==> config.mk <==
export PLATFORM = sky130hd
export DESIGN_NAME = mlane_spi_master
export DESIGN_NICKNAME = d
export VERILOG_FILES = /design/src/rtl/mls_pkg.sv /design/src/rtl/mls_sclk_div.sv /design/src/rtl/mls_lane.sv /design/src/rtl/mls_rx_pack.sv /design/src/rtl/mlane_spi_master.sv
export SDC_FILE = /design/constraint.sdc
export NUM_CORES = 1
export LEC_CHECK = 0
export BUFFER_PORTS_ARGS = -buffer_cell sky130_fd_sc_hd__buf_2
export CORE_UTILIZATION = 50
export DETAILED_ROUTE_END_ITERATION = 10
export PLACE_DENSITY_LB_ADDON = 0.05
export SKIP_LAST_GASP = 1
export SLEW_MARGIN = 25
export SYNTH_ARGS = -nofsm -noshare
export SYNTH_HDL_FRONTEND = slang
export SYNTH_HIERARCHICAL = 1
export SYNTH_SLANG_ARGS = --single-unit
==> constraint.sdc <==
create_clock -name clk -period 3.2 [get_ports clk]
set_input_delay 0.64 -clock clk [delete_from_list [all_inputs] [get_ports clk]]
set_output_delay 0.64 -clock clk [all_outputs]
set_load 0.005 [all_outputs]
==> src/rtl/mls_pkg.sv <==
package mls_pkg;

    typedef enum logic [1:0] {
        LM_SINGLE = 2'd0,
        LM_MIRROR = 2'd1,
        LM_STRIPE = 2'd2,
        LM_RSVD   = 2'd3
    } lane_mode_e;

    typedef enum logic [1:0] {
        CS_IDLE  = 2'd0,
        CS_LOAD  = 2'd1,
        CS_SHIFT = 2'd2,
        CS_DONE  = 2'd3
    } ctl_state_e;

endpackage

==> src/rtl/mls_sclk_div.sv <==
module mls_sclk_div #(
    parameter int DIV_W = 8
) (
    input  logic             clk,
    input  logic             rst_n,
    input  logic             en,
    input  logic [DIV_W-1:0] half_period,
    output logic             tick
);

    typedef struct packed {
        logic [DIV_W-1:0] cnt;
    } div_t;

    div_t             st_d, st_q;
    logic [DIV_W-1:0] limit;

    always_comb begin
        limit = (half_period == '0) ? '0 : half_period - DIV_W'(1);
        st_d  = st_q;
        tick  = 1'b0;
        if (!en) begin
            st_d.cnt = '0;
        end else if (st_q.cnt >= limit) begin
            tick     = 1'b1;
            st_d.cnt = '0;
        end else begin
            st_d.cnt = st_q.cnt + DIV_W'(1);
        end
    end

    always_ff @(posedge clk or negedge rst_n) begin
        if (!rst_n) st_q <= '0;
        else        st_q <= st_d;
    end

endmodule

==> src/rtl/mls_lane.sv <==
module mls_lane #(
    parameter int WORD_W = 8
) (
    input  logic              clk,
    input  logic              rst_n,
    input  logic              load,
    input  logic [WORD_W-1:0] load_word,
    input  logic              shift_out,
    input  logic              sample,
    input  logic              sdi,
    output logic              sdo,
    output logic [WORD_W-1:0] rx_word
);

    typedef struct packed {
        logic [WORD_W-1:0] tx_sh;
        logic [WORD_W-1:0] rx_sh;
    } lane_t;

    lane_t st_d, st_q;

    always_comb begin
        st_d = st_q;
        if (load) begin
            st_d.tx_sh = load_word;
        end else if (shift_out) begin
            st_d.tx_sh = {st_q.tx_sh[WORD_W-2:0], 1'b0};
        end
        if (sample) begin
            st_d.rx_sh = {st_q.rx_sh[WORD_W-2:0], sdi};
        end
    end

    always_ff @(posedge clk or negedge rst_n) begin
        if (!rst_n) st_q <= '0;
        else        st_q <= st_d;
    end

    assign sdo     = st_q.tx_sh[WORD_W-1];
    assign rx_word = st_q.rx_sh;

endmodule

==> src/rtl/mls_rx_pack.sv <==
module mls_rx_pack #(
    parameter int NUM_LANES = 2,
    parameter int WORD_W    = 8
) (
    input  logic                              clk,
    input  logic                              rst_n,
    input  logic                              capture,
    input  logic                              all_lanes,
    input  logic [NUM_LANES-1:0][WORD_W-1:0]  lane_words,
    output logic [WORD_W-1:0]                 rx_data,
    output logic                              rx_valid
);

    localparam int IDX_W = (NUM_LANES > 1) ? $clog2(NUM_LANES) : 1;
    localparam int CNT_W = $clog2(NUM_LANES + 1);

    typedef struct packed {
        logic [NUM_LANES-1:0][WORD_W-1:0] snap;
        logic [IDX_W-1:0]                 idx;
        logic [CNT_W-1:0]                 left;
        logic [WORD_W-1:0]                data;
        logic                             valid;
    } pack_t;

    pack_t st_d, st_q;

    always_comb begin
        st_d       = st_q;
        st_d.valid = 1'b0;
        if (capture) begin
            st_d.snap = lane_words;
            st_d.idx  = '0;
            st_d.left = all_lanes ? CNT_W'(NUM_LANES) : CNT_W'(1);
        end else if (st_q.left != '0) begin
            st_d.data  = st_q.snap[st_q.idx];
            st_d.valid = 1'b1;
            st_d.idx   = st_q.idx + IDX_W'(1);
            st_d.left  = st_q.left - CNT_W'(1);
        end
    end

    always_ff @(posedge clk or negedge rst_n) begin
        if (!rst_n) st_q <= '0;
        else        st_q <= st_d;
    end

    assign rx_data  = st_q.data;
    assign rx_valid = st_q.valid;

endmodule

==> src/rtl/mlane_spi_master.sv <==
module mlane_spi_master
    import mls_pkg::*;
#(
    parameter int NUM_LANES = 2,
    parameter int LEN_W     = 8,
    parameter int DIV_W     = 8
) (
    input  logic                 clk,
    input  logic                 rst_n,
    input  logic                 start,
    input  logic [1:0]           xfer_mode,
    input  logic [LEN_W-1:0]     xfer_len,
    input  logic [DIV_W-1:0]     sclk_half,
    input  logic [7:0]           tx_data,
    output logic                 tx_pop,
    output logic [7:0]           rx_data,
    output logic                 rx_valid,
    output logic                 done,
    output logic                 len_err,
    output logic                 sclk,
    output logic                 cs_n,
    output logic [NUM_LANES-1:0] sdo,
    input  logic [NUM_LANES-1:0] sdi
);

    localparam int WORD_W = 8;
    localparam int BIT_W  = $clog2(WORD_W);
    localparam int LIDX_W = (NUM_LANES > 1) ? $clog2(NUM_LANES) : 1;

    typedef struct packed {
        ctl_state_e        state;
        lane_mode_e        mode;
        logic [LEN_W-1:0]  words_left;
        logic [LIDX_W-1:0] ld_idx;
        logic [BIT_W-1:0]  bit_idx;
        logic              sclk;
        logic              cs_n;
        logic              done;
        logic              err;
    } ctl_t;

    localparam ctl_t CTL_RESET = '{
        state:      CS_IDLE,
        mode:       LM_SINGLE,
        words_left: '0,
        ld_idx:     '0,
        bit_idx:    '0,
        sclk:       1'b0,
        cs_n:       1'b1,
        done:       1'b0,
        err:        1'b0
    };

    ctl_t st_d, st_q;

    logic                             tick;
    logic                             rise, fall;
    logic                             last_bit;
    logic                             capture;
    logic                             req_bad;
    lane_mode_e                       req_mode;
    logic [NUM_LANES-1:0]             lane_load;
    logic [NUM_LANES-1:0][WORD_W-1:0] lane_val;
    logic [NUM_LANES-1:0][WORD_W-1:0] lane_rx;
    logic                             shift_out;
    logic [1:0]                       cur_mode;

    // Serial clock phase counter, running only while shifting
    mls_sclk_div #(.DIV_W(DIV_W)) i_div (
        .clk         (clk),
        .rst_n       (rst_n),
        .en          (st_q.state == CS_SHIFT),
        .half_period (sclk_half),
        .tick        (tick)
    );

    always_comb begin
        st_d      = st_q;
        st_d.done = 1'b0;
        st_d.err  = 1'b0;
        tx_pop    = 1'b0;
        capture   = 1'b0;

        req_mode = lane_mode_e'(xfer_mode);
        req_bad  = (req_mode == LM_RSVD) || (xfer_len == '0) ||
                   ((req_mode == LM_STRIPE) &&
                    ((xfer_len % LEN_W'(NUM_LANES)) != '0));

        rise     = (st_q.state == CS_SHIFT) && tick && !st_q.sclk;
        fall     = (st_q.state == CS_SHIFT) && tick &&  st_q.sclk;
        last_bit = (st_q.bit_idx == BIT_W'(WORD_W - 1));

        unique case (st_q.state)
            CS_IDLE: begin
                if (start) begin
                    if (req_bad) begin
                        st_d.err = 1'b1;
                    end else begin
                        st_d.mode       = req_mode;
                        st_d.words_left = (req_mode == LM_STRIPE) ?
                                          xfer_len / LEN_W'(NUM_LANES) : xfer_len;
                        st_d.ld_idx     = '0;
                        st_d.bit_idx    = '0;
                        st_d.cs_n       = 1'b0;
                        st_d.state      = CS_LOAD;
                    end
                end
            end
            CS_LOAD: begin
                tx_pop = 1'b1;
                if ((st_q.mode != LM_STRIPE) ||
                    (st_q.ld_idx == LIDX_W'(NUM_LANES - 1))) begin
                    st_d.state = CS_SHIFT;
                end else begin
                    st_d.ld_idx = st_q.ld_idx + LIDX_W'(1);
                end
            end
            CS_SHIFT: begin
                if (tick) begin
                    st_d.sclk = !st_q.sclk;
                end
                if (fall) begin
                    if (last_bit) begin
                        st_d.bit_idx    = '0;
                        st_d.words_left = st_q.words_left - LEN_W'(1);
                        capture         = (st_q.mode != LM_MIRROR);
                        if (st_q.words_left == LEN_W'(1)) begin
                            st_d.cs_n  = 1'b1;
                            st_d.state = CS_DONE;
                        end else begin
                            st_d.ld_idx = '0;
                            st_d.state  = CS_LOAD;
                        end
                    end else begin
                        st_d.bit_idx = st_q.bit_idx + BIT_W'(1);
                    end
                end
            end
            CS_DONE: begin
                st_d.done  = 1'b1;
                st_d.state = CS_IDLE;
            end
            default: st_d = CTL_RESET;
        endcase

        // Lane loading: which lanes take a byte this cycle, and which byte
        for (int k = 0; k < NUM_LANES; k++) begin
            lane_load[k] = 1'b0;
            lane_val[k]  = tx_data;
            if (st_q.state == CS_LOAD) begin
                unique case (st_q.mode)
                    LM_STRIPE: lane_load[k] = (st_q.ld_idx == LIDX_W'(k));
                    LM_MIRROR: lane_load[k] = 1'b1;
                    default: begin
                        lane_load[k] = 1'b1;
                        if (k != 0) lane_val[k] = '0;
                    end
                endcase
            end
        end

        shift_out = fall && !last_bit;
    end

    always_ff @(posedge clk or negedge rst_n) begin
        if (!rst_n) st_q <= CTL_RESET;
        else        st_q <= st_d;
    end

    for (genvar k = 0; k < NUM_LANES; k++) begin : g_lane
        mls_lane #(.WORD_W(WORD_W)) i_lane (
            .clk       (clk),
            .rst_n     (rst_n),
            .load      (lane_load[k]),
            .load_word (lane_val[k]),
            .shift_out (shift_out),
            .sample    (rise),
            .sdi       (sdi[k]),
            .sdo       (sdo[k]),
            .rx_word   (lane_rx[k])
        );
    end

    mls_rx_pack #(.NUM_LANES(NUM_LANES), .WORD_W(WORD_W)) i_pack (
        .clk        (clk),
        .rst_n      (rst_n),
        .capture    (capture),
        .all_lanes  (st_q.mode == LM_STRIPE),
        .lane_words (lane_rx),
        .rx_data    (rx_data),
        .rx_valid   (rx_valid)
    );

    assign sclk     = st_q.sclk;
    assign cs_n     = st_q.cs_n;
    assign done     = st_q.done;
    assign len_err  = st_q.err;
    assign cur_mode = st_q.mode;

endmodule

# ---- Yosys cells after proc, flatten, opt, wreduce, memory -nomap -nowiden
# Cells that the tools add are included.
dict set report classes {
  n_mux 51
  eq_ne 19
  n_bitwise 3
  reduce_logical 28
  n_lt_le_gt_ge 2
  addsub 7
}
# op n
set op_table {}
lappend op_table {{two-way mux 8 bit} 12}
lappend op_table {{two-way mux 16 bit} 2}
lappend op_table {{two-way mux 12 bit} 2}
lappend op_table {{two-way mux 1 bit} 22}
lappend op_table {{inequality test 2 bit (second input constant)} 9}
lappend op_table {{zero test 8 bit} 2}
lappend op_table {{case mux 8 bit (2 select lines)} 1}
lappend op_table {{subtractor 8 x 1 -> 8 bit (second input constant)} 2}
lappend op_table {{== test 2 bit (second input constant)} 5}
lappend op_table {{two-way mux 2 bit} 5}
lappend op_table {{AND reduction 5 bit} 2}
lappend op_table {{nonzero test 2 bit} 5}
lappend op_table {{two-way mux 9 bit} 1}
lappend op_table {{adder 8 x 1 -> 8 bit (second input constant)} 1}
lappend op_table {{== test 8 x 1 -> 1 bit (second input constant)} 1}
lappend op_table {{>= comparator 8 bit} 1}
lappend op_table {{case mux 2 bit (4 select lines)} 1}
lappend op_table {{AND reduction 7 bit} 1}
lappend op_table {{two-way mux 3 bit} 2}
lappend op_table {{case mux 3 bit (2 select lines)} 1}
lappend op_table {{AND reduction 6 bit} 1}
lappend op_table {{logical AND 1 bit} 5}
lappend op_table {{== test 2 x 1 -> 1 bit (second input constant)} 2}
lappend op_table {{AND reduction 2 bit} 2}
lappend op_table {{16 further kinds} 22}
dict set report word_totals {
  regBits 88
  out_inout_bits 16
}

# ---- Logic depth before layout (Yosys ltp)
# Gate-level depths: netlist of the first run.
dict set report logic_depth {
  ltp_word 11
  mapped_depth 17
  depth_no_buf 16
}

# ---- Hierarchy
# The synthesis of the first run kept the hierarchy.
# mod seq_area_each_um2 cells_per_inst n_inst area_per_inst_um2
set modules_own_cells {}
lappend modules_own_cells {mls_lane 400.4 59 2 760.7}
lappend modules_own_cells {mlane_spi_master 501.7 162 1 1460.2}
lappend modules_own_cells {mls_rx_pack 700.7 82 1 1270.0}
lappend modules_own_cells {mls_sclk_div 200.2 76 1 701.9}

# ---- Worst setup path after synthesis of the first run
# No wires, ideal clock.
dict set report synth_timing {
  path_type {input-to-reg}
  from {input port sclk_half[0]}
  to {register i_pack.st_q (netlist bit i_pack/rx_data[0])}
  required_time_ns 3.075
  arrival_ns 3.636
  n_path_buf 1
  stages 16
  slack_ns -0.561
  path_cell_list {inv_1 ha_1 nor2b_1 nand3b_1 or3_1 o21ai_0 ha_1 or3_2 a21oi_2 o31ai_1 and2_1 nand3_1 nor3b_1 o21ba_2 buf_6 mux2_4}
}
dict set report synth_via {
  elab_chain_len 11
}
# element line_no
set synth_lines {}
lappend synth_lines {{start: declaration} mlane_spi_master.sv:13} ;# input logic [DIV_W-1:0] sclk_half,
lappend synth_lines {{subtractor 8 x 1 -> 8 bit / zero test 8 bit (equally long branches)} mls_sclk_div.sv:19} ;# limit = (half_period == '0) ? '0 : half_period - DIV_W'(1);
lappend synth_lines {{two-way mux 8 bit (*)} mls_sclk_div.sv:19}
lappend synth_lines {{>= comparator 8 bit (*)} mls_sclk_div.sv:24} ;# end else if (st_q.cnt >= limit) begin
lappend synth_lines {{two-way mux 1 bit (*)} mls_sclk_div.sv:24}
lappend synth_lines {{two-way mux 1 bit (*)} mls_sclk_div.sv:22} ;# if (!en) begin
lappend synth_lines {{named net tick} mlane_spi_master.sv:56} ;# logic tick;
lappend synth_lines {{logical AND 1 bit (*) (2 in a row)} mlane_spi_master.sv:90} ;# fall = (st_q.state == CS_SHIFT) && tick && st_q.sclk;
lappend synth_lines {{two-way mux 1 bit (*)} mlane_spi_master.sv:122} ;# if (fall) begin
lappend synth_lines {{two-way mux 1 bit (*)} mlane_spi_master.sv:93} ;# unique case (st_q.state)
lappend synth_lines {{named net capture} mlane_spi_master.sv:59} ;# logic capture;
lappend synth_lines {{NOT 1 bit (no source line) (*)} n/a}
lappend synth_lines {{AND reduction 2 bit (no source line) (*)} n/a}
lappend synth_lines {{end signal: assignment} mls_rx_pack.sv:44} ;# else st_q <= st_d;
lappend synth_lines {{end: declaration} mls_rx_pack.sv:25} ;# pack_t st_d, st_q;
# Mark *: on every way through the listed nets, which the timed path passes. The rest lies on a longest branch.
# A chain may end at the register's enable or synchronous reset.

# ---- Final worst setup path of the first run
dict set report layout_timing {
  from {input port sclk_half[1]}
  to {register i_pack.st_q (netlist bit i_pack/rx_data[5])}
}
# The elaborated chain is that of the path after synthesis.

==> results.tsv, run 1 <==
stage	metric	value	unit
sta	Fin Setup TNS	-2.11	ns
synth	Mean Syn Cell Area	11.3	sq um
cells_and_area	Layout area overhead	18.8	%
setup_path	critical path arrival	3.55	ns
sta	worst-margin pin slew	0.720	ns
global_routing	first-pass GRT wire length	15900	microns
pwr	peak supply drop	0.000414	V
floorplanning	die area	10300	sq um
global_routing	met2 GRT Util	33.5	%
placement	Placer Congestion	0.835	
synth	post-synth cell types	56	
hold_path	worst min-delay path class	input pin to asynchronous set/reset pin	
cts	Clock Sinks	88	
run_status	status	complete, but fails checks	
setup_path	Max FO, Critical Path	5	
cells_and_area	Cell Count, Final, Fillers Out	624	
floorplanning	IO Count	47	
floorplanning	width of the die	102	microns
cells_and_area	Ant. Diodes	0	
setup_path	CP required	3.44	ns
sta	Max Slew Vio Count	0	
sta	Fmax	302	MHz
placement	port buffer count	46	
synth	Cell Area, Synth	4950	sq um
routing	antenna viol nets, final	0	
routing	via/cell ratio	5.40	
sta	RSZ-0062 raised after global routing	yes	
sta	Final Hold Vio Count	0	
global_routing	vias in the first global route	3259	
setup_path	CP peak stage delay	0.37	ns
global_routing	Global Route Usage Sum	20.0	%
global_routing	met3 usage in global routing	3.45	%
cts	CTS Buf Count	9	
setup_path	crit path max-delay cell type	or3_4	
global_routing	antenna violations before repair	0	
setup_path	critical path startpoint	sclk_half[1]	
cells_and_area	Filler cells	793	
sta	fin crit period	3.31	ns
cells_and_area	Reg area	2200	sq um
flow_run	Max Cap Viol	0	
cells_and_area	fin area	5880	sq um
global_routing	largest net degree at the start of global routing	53	
setup_path	crit path cell chain	buf_12, inv_12, ha_4, nor2b_4, nand3b_1, or3_4, buf_6, o21ai_4, ha_4, or3_4, a21oi_4, o31ai_2, and2_4, buf_6, nand3_4, nor3b_4, o21ba_4, mux2_4	
synth	register area share after synthesis	44.5	%
cts	# hold bufs at CTS	0	
routing	drt drc	0	
sta	fin crit share	103	%
sta	Slew HR	51.9	%
cells_and_area	footprint of the multi-input gates	2650	sq um
cts	CTS H-tree lvls	3	
setup_path	Crit Path Class	input pin to register	
run_status	failing checks	setup timing	
global_routing	total gr overflow	0	
cells_and_area	Layout Nets	541	
cts	Clk Latency, worst-skew pair	0.36	ns
placement	Post-DP HPWL	6570	microns
synth	post-synthesis net count	489	
placement	Placed Instances	601	
sta	Final setup viols	31	
routing	First-pass DRT Iterations	4	
synth	Syn Inst Count	438	
sta	clock skew	0.0154	ns
cts	CTS tree	built	
setup_path	nature of the critical path endpoint	register	
global_routing	gr busiest metal	met2	
floorplanning	core footprint	9420	sq um
setup_path	R2R Path Start	i_div/st_q[2]	
pwr	Pleak	2.73	nW
placement	placed instance area	5360	sq um
synth	Post-synth ARST share	100	%
routing	initial DRC count	83	
floorplanning	starting density of the core	52.6	%
sta	final worst slack	-0.110	ns
synth	synth top area cells	dfrtp_1 44%, mux2_4 10%, ha_1 5.1%	
routing	DR vias	3370	
setup_path	R2R cell count	10	
routing	final WL	9680	microns
cts	Worst-path clk slew	0.10	ns
cts	maximum root-to-sink buffer count	2	
synth	Synth area leader	dfrtp_1	
synth	ys flop type	dfrtp_1	
floorplanning	row count	35	
cells_and_area	proportion of layout cells with a drive suffix above 1	40.4	%
pwr	Power Density	610	nW/um^2
synth	number of flops mapped to enable cells by yosys	0	
sta	hold slack	0.231	ns
floorplanning	Die Ht	102	microns
synth	Synth Warn #	6	
routing	mean routed wirelength per cell	15.5	microns
cts	CTS Root Cell	clkbuf_8	
synth	register bit total from synthesis	88	
setup_path	Worst setup SP type	input pin	
synth	top cell type's share of synthesized area	44.0	%
cells_and_area	Final Util	62.5	%
global_routing	Global Route met1 Usage	26.4	%
-- final cells by class --
type / instances / share of cell area (%)
multi-input cells: 294 / 45.1
flip-flops and latches: 88 / 37.4
repair buffers: 79 / 10.1
well taps: 129 / 2.74
clock buffers: 9 / 2.11
inverters: 18 / 1.45
clock inverters: 7 / 1.04
-- worst paths after layout --
kind	endpoint	slack, ns
setup reg to reg	i_pack/rx_data[5]	0.61
hold reg to reg	i_div/st_q[0]	0.50
min in group clk	g_lane[0].i_lane/st_q[14]	0.49
max in group asynchronous	cs_n	2.25
hold / removal	g_lane[1].i_lane/rx_word[7]	0.23
setup / recovery	i_pack/rx_data[5]	-0.11
-- flip-flops by register name, summed over array words and instances (netlist names) --
name	flops
i_pack/rx_valid	1
cur_mode	2
i_pack/rx_data	8
done	1
len_err	1
g_lane.i_lane/rx_word	16
g_lane.i_lane/sdo	2
i_pack/st_q	19
st_q	14
i_div/st_q	8
sclk	1
cs_n	1
g_lane.i_lane/st_q	14
-- cell usage after synthesis (9+ instances only) --
cell     count
and2_1      11
mux2_2      18
nand3_1     14
nor2_1      19
inv_1       18
dfrtp_1     87
mux2i_1     21
buf_6        9
o21ai_1     15
nand2_1     36
buf_4       24
o21ai_0     11
mux2_4      33
ha_1        20
-- through the flow --
step	setup WS, ns	total power [mW]
final	-0.110	3.59
after global routing	-0.228	3.83
after CTS	-0.0937	3.51
after detailed placement	-0.773	2.70
after global placement	-0.767	2.66
after floorplan	-0.281	2.39
-- critical path, delay by kind of cell --
| family | cells | cell delay, ns |
|---|---|---|
| buffers and inverters | 4 | 0.41 |
| adders and majority gates | 2 | 0.33 |
| AOI/OAI and AO/OA | 4 | 0.58 |
| muxes | 1 | 0.31 |
| and+or+nand+nor | 7 | 1.26 |
-- layout by cell type, fill, tap and decap left out, types with 5 or more instances in the layout --
cell       n
nand2_1   34
clkbuf_8   9
buf_12     5
nor3_1     7
buf_2     43
buf_6      8
nor2_1    17
buf_4     22
xor2_1     6
mux2_4    33
nand2b_1   6
o21ai_1   16
dfrtp_1   87
ha_1      16
nand3_1   11
a31oi_1    5
mux2_2    18
mux2i_1   19
and2_1     8
o21ai_0    5
inv_1     16
xnor2_1    5
o21ai_2    5
-- cell families (layout without fill, tap and decap cells) --
group / count (synthesis) / in the layout / synth area share (%)
flip-flops: 88 / 88 / 44.5
AND/OR/NAND/NOR: 124 / 124 / 13.1
XOR/XNOR: 11 / 11 / 1.94
multiplexers: 72 / 72 / 18.3
buffers and inverters: 57 / 113 / 7.55
AO/OA/AOI/OAI: 66 / 67 / 9.57
adder cells (fa/ha/maj): 20 / 20 / 5.05
-- what timing repair did --
item | 4_1_cts | 5_1_grt
cloned | 1 | 1
resized for setup | 29 | 29
pin swaps | 10 | 5
endpoints found under the setup margin | 74 | 72
hold endpoints to repair | 0 | 0
buffers inserted | 5 | 2
-- power breakdown --
group          switching [mW]  leakage, nW  internal (mW)
clock network           0.443       0.0940          0.299
logic                   0.686         1.46          0.634
registers               0.196         1.17           1.33
-- routing by layer --
layer	vias to the layer above	part of all wire [%]
met2	44	49
met5	-	0
met4	0	0.92
li1	1628	-
met1	1689	48
met3	9	2.3
No activity file was read; power rests on OpenSTA's default activity.
==> run 2, diff against run 1 <==
--- a/config.mk
+++ b/config.mk
@@ -6,9 +6,11 @@
 export NUM_CORES = 1
 export LEC_CHECK = 0
 export BUFFER_PORTS_ARGS = -buffer_cell sky130_fd_sc_hd__buf_2
+export CORE_ASPECT_RATIO = 2
 export CORE_UTILIZATION = 50
 export DETAILED_ROUTE_END_ITERATION = 10
 export PLACE_DENSITY_LB_ADDON = 0.05
+export RECOVER_POWER = 100
 export SKIP_LAST_GASP = 1
 export SLEW_MARGIN = 25
 export SYNTH_ARGS = -nofsm -noshare
==> run 2 against run 1 <==
  * The flow still finishes with violations (setup timing)
  * Largest power group unchanged
  * Sequential cell count unchanged
  * Global-route usage rose by 1.4 points
  * Critical path type unchanged
  * First-iteration DRC count up 28%
  * Worst setup slack got worse by 0.0066 ns
  * Clock-buffer cell count up 1
  * Cell count increased by 1.9%
  * Sequential share of layout area shrank 0.66 points
  * Largest cell class unchanged
  * Worst hold slack gained 0.27 ns
  * Wire length is 8.1% higher
==> results.tsv, run 2 (synthesis gave the netlist of run 1 again) <==
stage	metric	value	unit
global_routing	first-pass GRT wire length	16900	microns
routing	antenna viol nets, final	0	
floorplanning	row count	51	
placement	placed instance area	5390	sq um
pwr	total power	3.83	mW
routing	top sig layer	met4	
sta	fin crit share	104	%
run_status	failing checks	setup timing	
routing	met3 routed WL	179	microns
sta	RSZ-0062 raised after global routing	yes	
global_routing	largest net degree at the start of global routing	47	
placement	Post-DP HPWL	7310	microns
cts	# hold bufs at CTS	0	
cts	maximum root-to-sink buffer count	2	
sta	Fmax	301	MHz
floorplanning	die area	10300	sq um
setup_path	critical path arrival	3.54	ns
sta	Final setup viols	48	
cts	CTS H-tree lvls	3	
cells_and_area	most frequent cells in the layout	87 x dfrtp_1, 44 x mux2_4, 35 x nand2_1	
routing	initial DRC count	106	
global_routing	vias in the first global route	3600	
pwr	Power Density	639	nW/um^2
cts	Worst-path clk slew	0.06	ns
hold_path	worst min-delay path class	register to register	
sta	Slew HR	22.6	%
setup_path	nature of the critical path endpoint	register	
cells_and_area	Final Util	61.8	%
global_routing	antenna violations before repair	0	
floorplanning	IO Count	47	
routing	First-pass DRT Iterations	4	
routing	via/cell ratio	5.35	
setup_path	R2R setup slack	0.63	ns
cts	CTS Root Cell	clkbuf_16	
routing	DR vias	3400	
routing	drt drc	0	
pwr	Pleak	2.76	nW
floorplanning	Die Ht	143	microns
cells_and_area	fin area	5990	sq um
sta	Final Hold Vio Count	0	
cells_and_area	proportion of layout cells with a drive suffix above 1	36.9	%
cells_and_area	max reg flops	19	
placement	Placer Congestion	0.868	
floorplanning	core footprint	9700	sq um
floorplanning	width of the die	72.4	microns
cts	CTS Buf Count	9	
routing	Met2 Routed Length	5930	microns
cells_and_area	commonest non-fill, non-tap cell in the layout	dfrtp_1	
sta	clock skew	0.00466	ns
cells_and_area	Top reg by flops	i_pack/st_q	
run_status	status	complete, but fails checks	
cells_and_area	Ant. Diodes	0	
setup_path	Max FO, Critical Path	6	
sta	final worst slack	-0.117	ns
placement	port buffer count	46	
cts	CTS tree	built	
floorplanning	starting density of the core	51.1	%
sta	worst-margin pin slew	1.16	ns
sta	Max Slew Vio Count	0	
cts	Clk Latency, worst-skew pair	0.34	ns
setup_path	CP required	3.43	ns
placement	pre-CTS setup slack	-0.643	ns
sta	Fin Setup TNS	-2.47	ns
cells_and_area	Layout area overhead	20.9	%
setup_path	Worst setup SP type	input pin	
setup_path	Crit Path Class	input pin to register	
global_routing	total gr overflow	0	
routing	mean routed wirelength per cell	16.4	microns
cts	Clock Sinks	88	
pwr	peak supply drop	0.000381	V
global_routing	Global Route Usage Sum	21.4	%
routing	final WL	10500	microns
sta	fin crit period	3.32	ns
cells_and_area	Layout Nets	550	
routing	metal1 wirelength	3970	microns
flow_run	Max Cap Viol	0	
==> run 2: cell count changes in the layout (fill, tap and decap cells not counted), moves of 5 or more <==
| cell | previous run | this run |
|---|---|---|
| clkbuf_16 | 1 | 10 |
| clkbuf_1 | 0 | 8 |
| buf_4 | 22 | 28 |
| clkbuf_8 | 9 | 1 |
| mux2_2 | 18 | 7 |
| buf_2 | 43 | 33 |
| o21ai_2 | 5 | 0 |
| mux2_4 | 33 | 44 |
==> run 2: critical path, cell delays in order <==
cell and delay, ns:
buf_12 0.11, inv_12 0.04, ha_4 0.11, nor2b_4 0.13
nand3b_1 0.09, or3_4 0.40, and2_4 0.16, ha_4 0.24
nand2b_4 0.11, a21oi_4 0.05, o31ai_2 0.23, and2_4 0.21
nand3_4 0.09, nor3b_4 0.29, buf_4 0.18, buf_6 0.12
mux2_2 0.33
==> run 2: timing repair <==
item	in CTS	in global routing
endpoints found under the setup margin	70	69
gates resized for setup	23	34
pin swaps	9	11
buffers inserted	5	7
cloned	1	2
==> run 2: final timing paths <==
check                         startpoint                     endpoint  cells past startpoint
min in group asynchronous          rst_n  g_lane[1].i_lane/rx_word[1]                      1
min reg2reg                      st_q[4]                      st_q[4]                      1
max in group asynchronous          rst_n     g_lane[1].i_lane/st_q[8]                      2
min                              st_q[4]                      st_q[4]                      1
max reg2reg                i_div/st_q[2]            i_pack/rx_data[2]                     10
max                         sclk_half[1]              i_pack/st_q[18]                     17
==> run 2: per-layer routing <==
layer  up-vias  global-route usage [%]
li1       1642                       -
met1      1675                    23.1
met2        57                    39.1
met3        26                    3.25
met4         0                    11.1
met5         -                       0
==> run 2: area by class of cell <==
type                            count  area (sq um)
Fill cell                         875          3710
Multi-Input combinational cell    294          2610
Sequential cell                    88          2200
Timing Repair Buffer               88           643
Clock buffer                       10           239
Tap cell                          132           165
Inverter                           18          85.1
Clock inverter                      6          42.5
==> run 2: through the flow <==
stage          hold WS [ns]  cells
2_1_floorplan         0.344    438
3_3_place_gp          0.475    606
3_5_place_dp          0.487    606
4_1_cts               0.327    628
5_1_grt               0.520    636
6_report              0.500    636
==> run 2: report_power, final <==
part	switching [mW]	internal, mW	leakage (nW)	total (mW)
clock	0.456	0.550	0.135	1.01
combinational	0.664	0.624	1.45	1.29
sequential	0.196	1.34	1.17	1.53
==> run 3, diff against run 2 <==
--- a/config.mk
+++ b/config.mk
@@ -5,12 +5,13 @@
 export SDC_FILE = /design/constraint.sdc
 export NUM_CORES = 1
 export LEC_CHECK = 0
-export BUFFER_PORTS_ARGS = -buffer_cell sky130_fd_sc_hd__buf_2
+export BUFFER_PORTS_ARGS = -buffer_cell sky130_fd_sc_hd__clkbuf_2
 export CORE_ASPECT_RATIO = 2
 export CORE_UTILIZATION = 50
 export DETAILED_ROUTE_END_ITERATION = 10
 export PLACE_DENSITY_LB_ADDON = 0.05
 export RECOVER_POWER = 100
+export SETUP_SLACK_MARGIN = 0.05
 export SKIP_LAST_GASP = 1
 export SLEW_MARGIN = 25
 export SYNTH_ARGS = -nofsm -noshare
==> run 3 against run 2 <==
  * The flow finishes with violations (capacitance limit, slew limit, setup timing)
  * Clock power hardly changed
  * Power increased by 0.98%
  * Register-to-register slack gained 0.06 ns
  * Sequential power hardly changed
  * Worst hold slack got worse by 0.015 ns
  * Cell area shrank 2.1%
  * Largest cell class unchanged
  * Clock skew is 0.0056 ns higher
  * Critical path depth shrank 1
==> results.tsv, run 3 (synthesis gave the netlist of run 1 again) <==
stage	metric	value	unit
sta	clock skew	0.0103	ns
pwr	total power	3.87	mW
routing	First-pass DRT Iterations	4	
cts	Clock Sinks	88	
cells_and_area	Ant. Diodes	0	
pwr	Seq pwr share	39.6	%
hold_path	worst min-delay path class	register to register	
sta	fin crit period	3.24	ns
setup_path	Crit Path Class	input pin to register	
floorplanning	core footprint	9700	sq um
cells_and_area	most frequent cells in the layout	87 x dfrtp_1, 40 x mux2_4, 36 x clkbuf_2	
cells_and_area	proportion of layout cells with a drive suffix above 1	35.4	%
routing	DR vias	3334	
run_status	status	complete, but fails checks	
pwr	Pint	2.50	mW
pwr	Net Sw Power	1.36	mW
routing	final WL	10200	microns
sta	fin crit share	101	%
routing	via/cell ratio	5.33	
sta	Fin Setup TNS	-0.541	ns
cells_and_area	max reg flops	19	
setup_path	Worst setup SP type	input pin	
sta	Slew HR	-57.6	%
floorplanning	IO Count	47	
cts	CTS H-tree lvls	3	
cts	Worst-path clk slew	0.07	ns
cells_and_area	footprint of the multi-input gates	2590	sq um
sta	RSZ-0062 raised after global routing	yes	
pwr	Power Density	659	nW/um^2
routing	initial DRC count	174	
sta	Final Hold Vio Count	0	
placement	pre-CTS setup slack	-0.659	ns
placement	Post-DP HPWL	7560	microns
global_routing	vias in the first global route	3499	
cts	CTS Buf Count	9	
cells_and_area	Layout area overhead	18.4	%
cts	# hold bufs at CTS	0	
setup_path	CP peak stage delay	0.38	ns
sta	final worst slack	-0.0404	ns
global_routing	antenna violations before repair	0	
global_routing	Global Route Usage Sum	21.8	%
cells_and_area	Cell Count, Final, Fillers Out	626	
cells_and_area	Top reg by flops	i_pack/st_q	
cts	CTS tree	built	
flow_run	Max Cap Viol	1	
cells_and_area	Filler cells	857	
routing	mean routed wirelength per cell	16.4	microns
pwr	sw frac	35.2	%
sta	Final setup viols	20	
cts	Clk Latency, worst-skew pair	0.34	ns
routing	antenna viol nets, final	0	
cells_and_area	commonest non-fill, non-tap cell in the layout	dfrtp_1	
floorplanning	die area	10300	sq um
setup_path	crit path max-delay cell type	or3_4	
floorplanning	row count	51	
pwr	Combinational Power Share	34.0	%
routing	drt drc	0	
run_status	failing checks	capacitance limit, slew limit, setup timing	
setup_path	CP required	3.42	ns
sta	worst-margin pin slew	2.36	ns
cells_and_area	Layout Nets	540	
sta	Max Slew Vio Count	46	
placement	Placer Congestion	0.828	
placement	Placed Instances	605	
cells_and_area	fin area	5860	sq um
global_routing	total gr overflow	0	
cts	maximum root-to-sink buffer count	2	
placement	port buffer count	46	
pwr	Clk pwr share	26.4	%
placement	placed instance area	5370	sq um
global_routing	largest net degree at the start of global routing	46	
global_routing	first-pass GRT wire length	17100	microns
floorplanning	width of the die	72.4	microns
cells_and_area	Reg area	2200	sq um
sta	Fmax	309	MHz
setup_path	Max FO, Critical Path	6	
cells_and_area	Final Util	60.5	%
pwr	Pleak	2.72	nW
floorplanning	Die Ht	143	microns
setup_path	critical path arrival	3.46	ns
setup_path	nature of the critical path endpoint	register	
sta	hold slack	0.485	ns
setup_path	crit path cell chain	clkbuf_16, inv_12, ha_4, nor2b_4, nand3b_1, or3_4, and2_4, ha_4, nand2b_4, a21oi_4, o31ai_2, and2_4, nand3_4, nor3b_4, o21ba_4, mux2_4	
pwr	peak supply drop	0.000491	V
floorplanning	starting density of the core	51.1	%
cts	CTS Root Cell	clkbuf_16	
==> run 3: power by group through the flow <==
stage / logic, mW / clock network, mW / registers, mW
6_report: 1.31 / 1.02 / 1.53
5_1_grt: 1.46 / 1.10 / 1.56
4_1_cts: 1.24 / 1.05 / 1.53
3_5_place_dp: 1.21 / 0 / 1.54
3_3_place_gp: 1.18 / 0 / 1.54
2_1_floorplan: 0.905 / 0 / 1.48
==> run 3: metal layers <==
metal  up-vias  track usage, %  wire length [microns]
met2        52            40.5                   5740
met5         -               0                      0
met3        18            3.81                    242
met1      1644            23.9                   4000
li1       1620               -                      -
met4         0            8.57                    256
==> run 3: what timing repair did <==
item | in CTS | in global routing
setup endpoints to repair | 72 | 70
gates resized for setup | 20 | 20
pin swaps | 10 | 6
gates cloned | 1 | 0
setup buffers | 3 | 1
==> run 3: worst paths after layout <==
path,start,to,slack (ns),cells after the start
worst max-delay path,sclk_half[1],i_pack/rx_data[5],-0.04,16
worst min-delay path,i_div/st_q[0],i_div/st_q[0],0.48,1
worst max register to register,i_div/st_q[2],i_pack/rx_data[5],0.69,9
worst min register to register,i_div/st_q[0],i_div/st_q[0],0.48,1
max in group asynchronous,rst_n,st_q[13],0.57,2
min in group asynchronous,rst_n,g_lane[1].i_lane/rx_word[1],1.00,1
==> run 3: final cells by class <==
| class | instances | share of cell area (%) |
|---|---|---|
| repair buffers | 78 | 9.02 |
| clock inverters | 7 | 1.07 |
| well taps | 132 | 2.82 |
| multi-input cells | 294 | 44.2 |
| inverters | 18 | 1.45 |
| flip-flops and latches | 88 | 37.6 |
| clock buffers | 9 | 3.84 |
==> run 3: worst max-delay path: cells and delay by family <==
kind,cells,cell delay [ns]
compound gates,3,0.49
fa+ha+maj,2,0.37
buf+inv,2,0.17
mux,1,0.30
simple gates,8,1.48
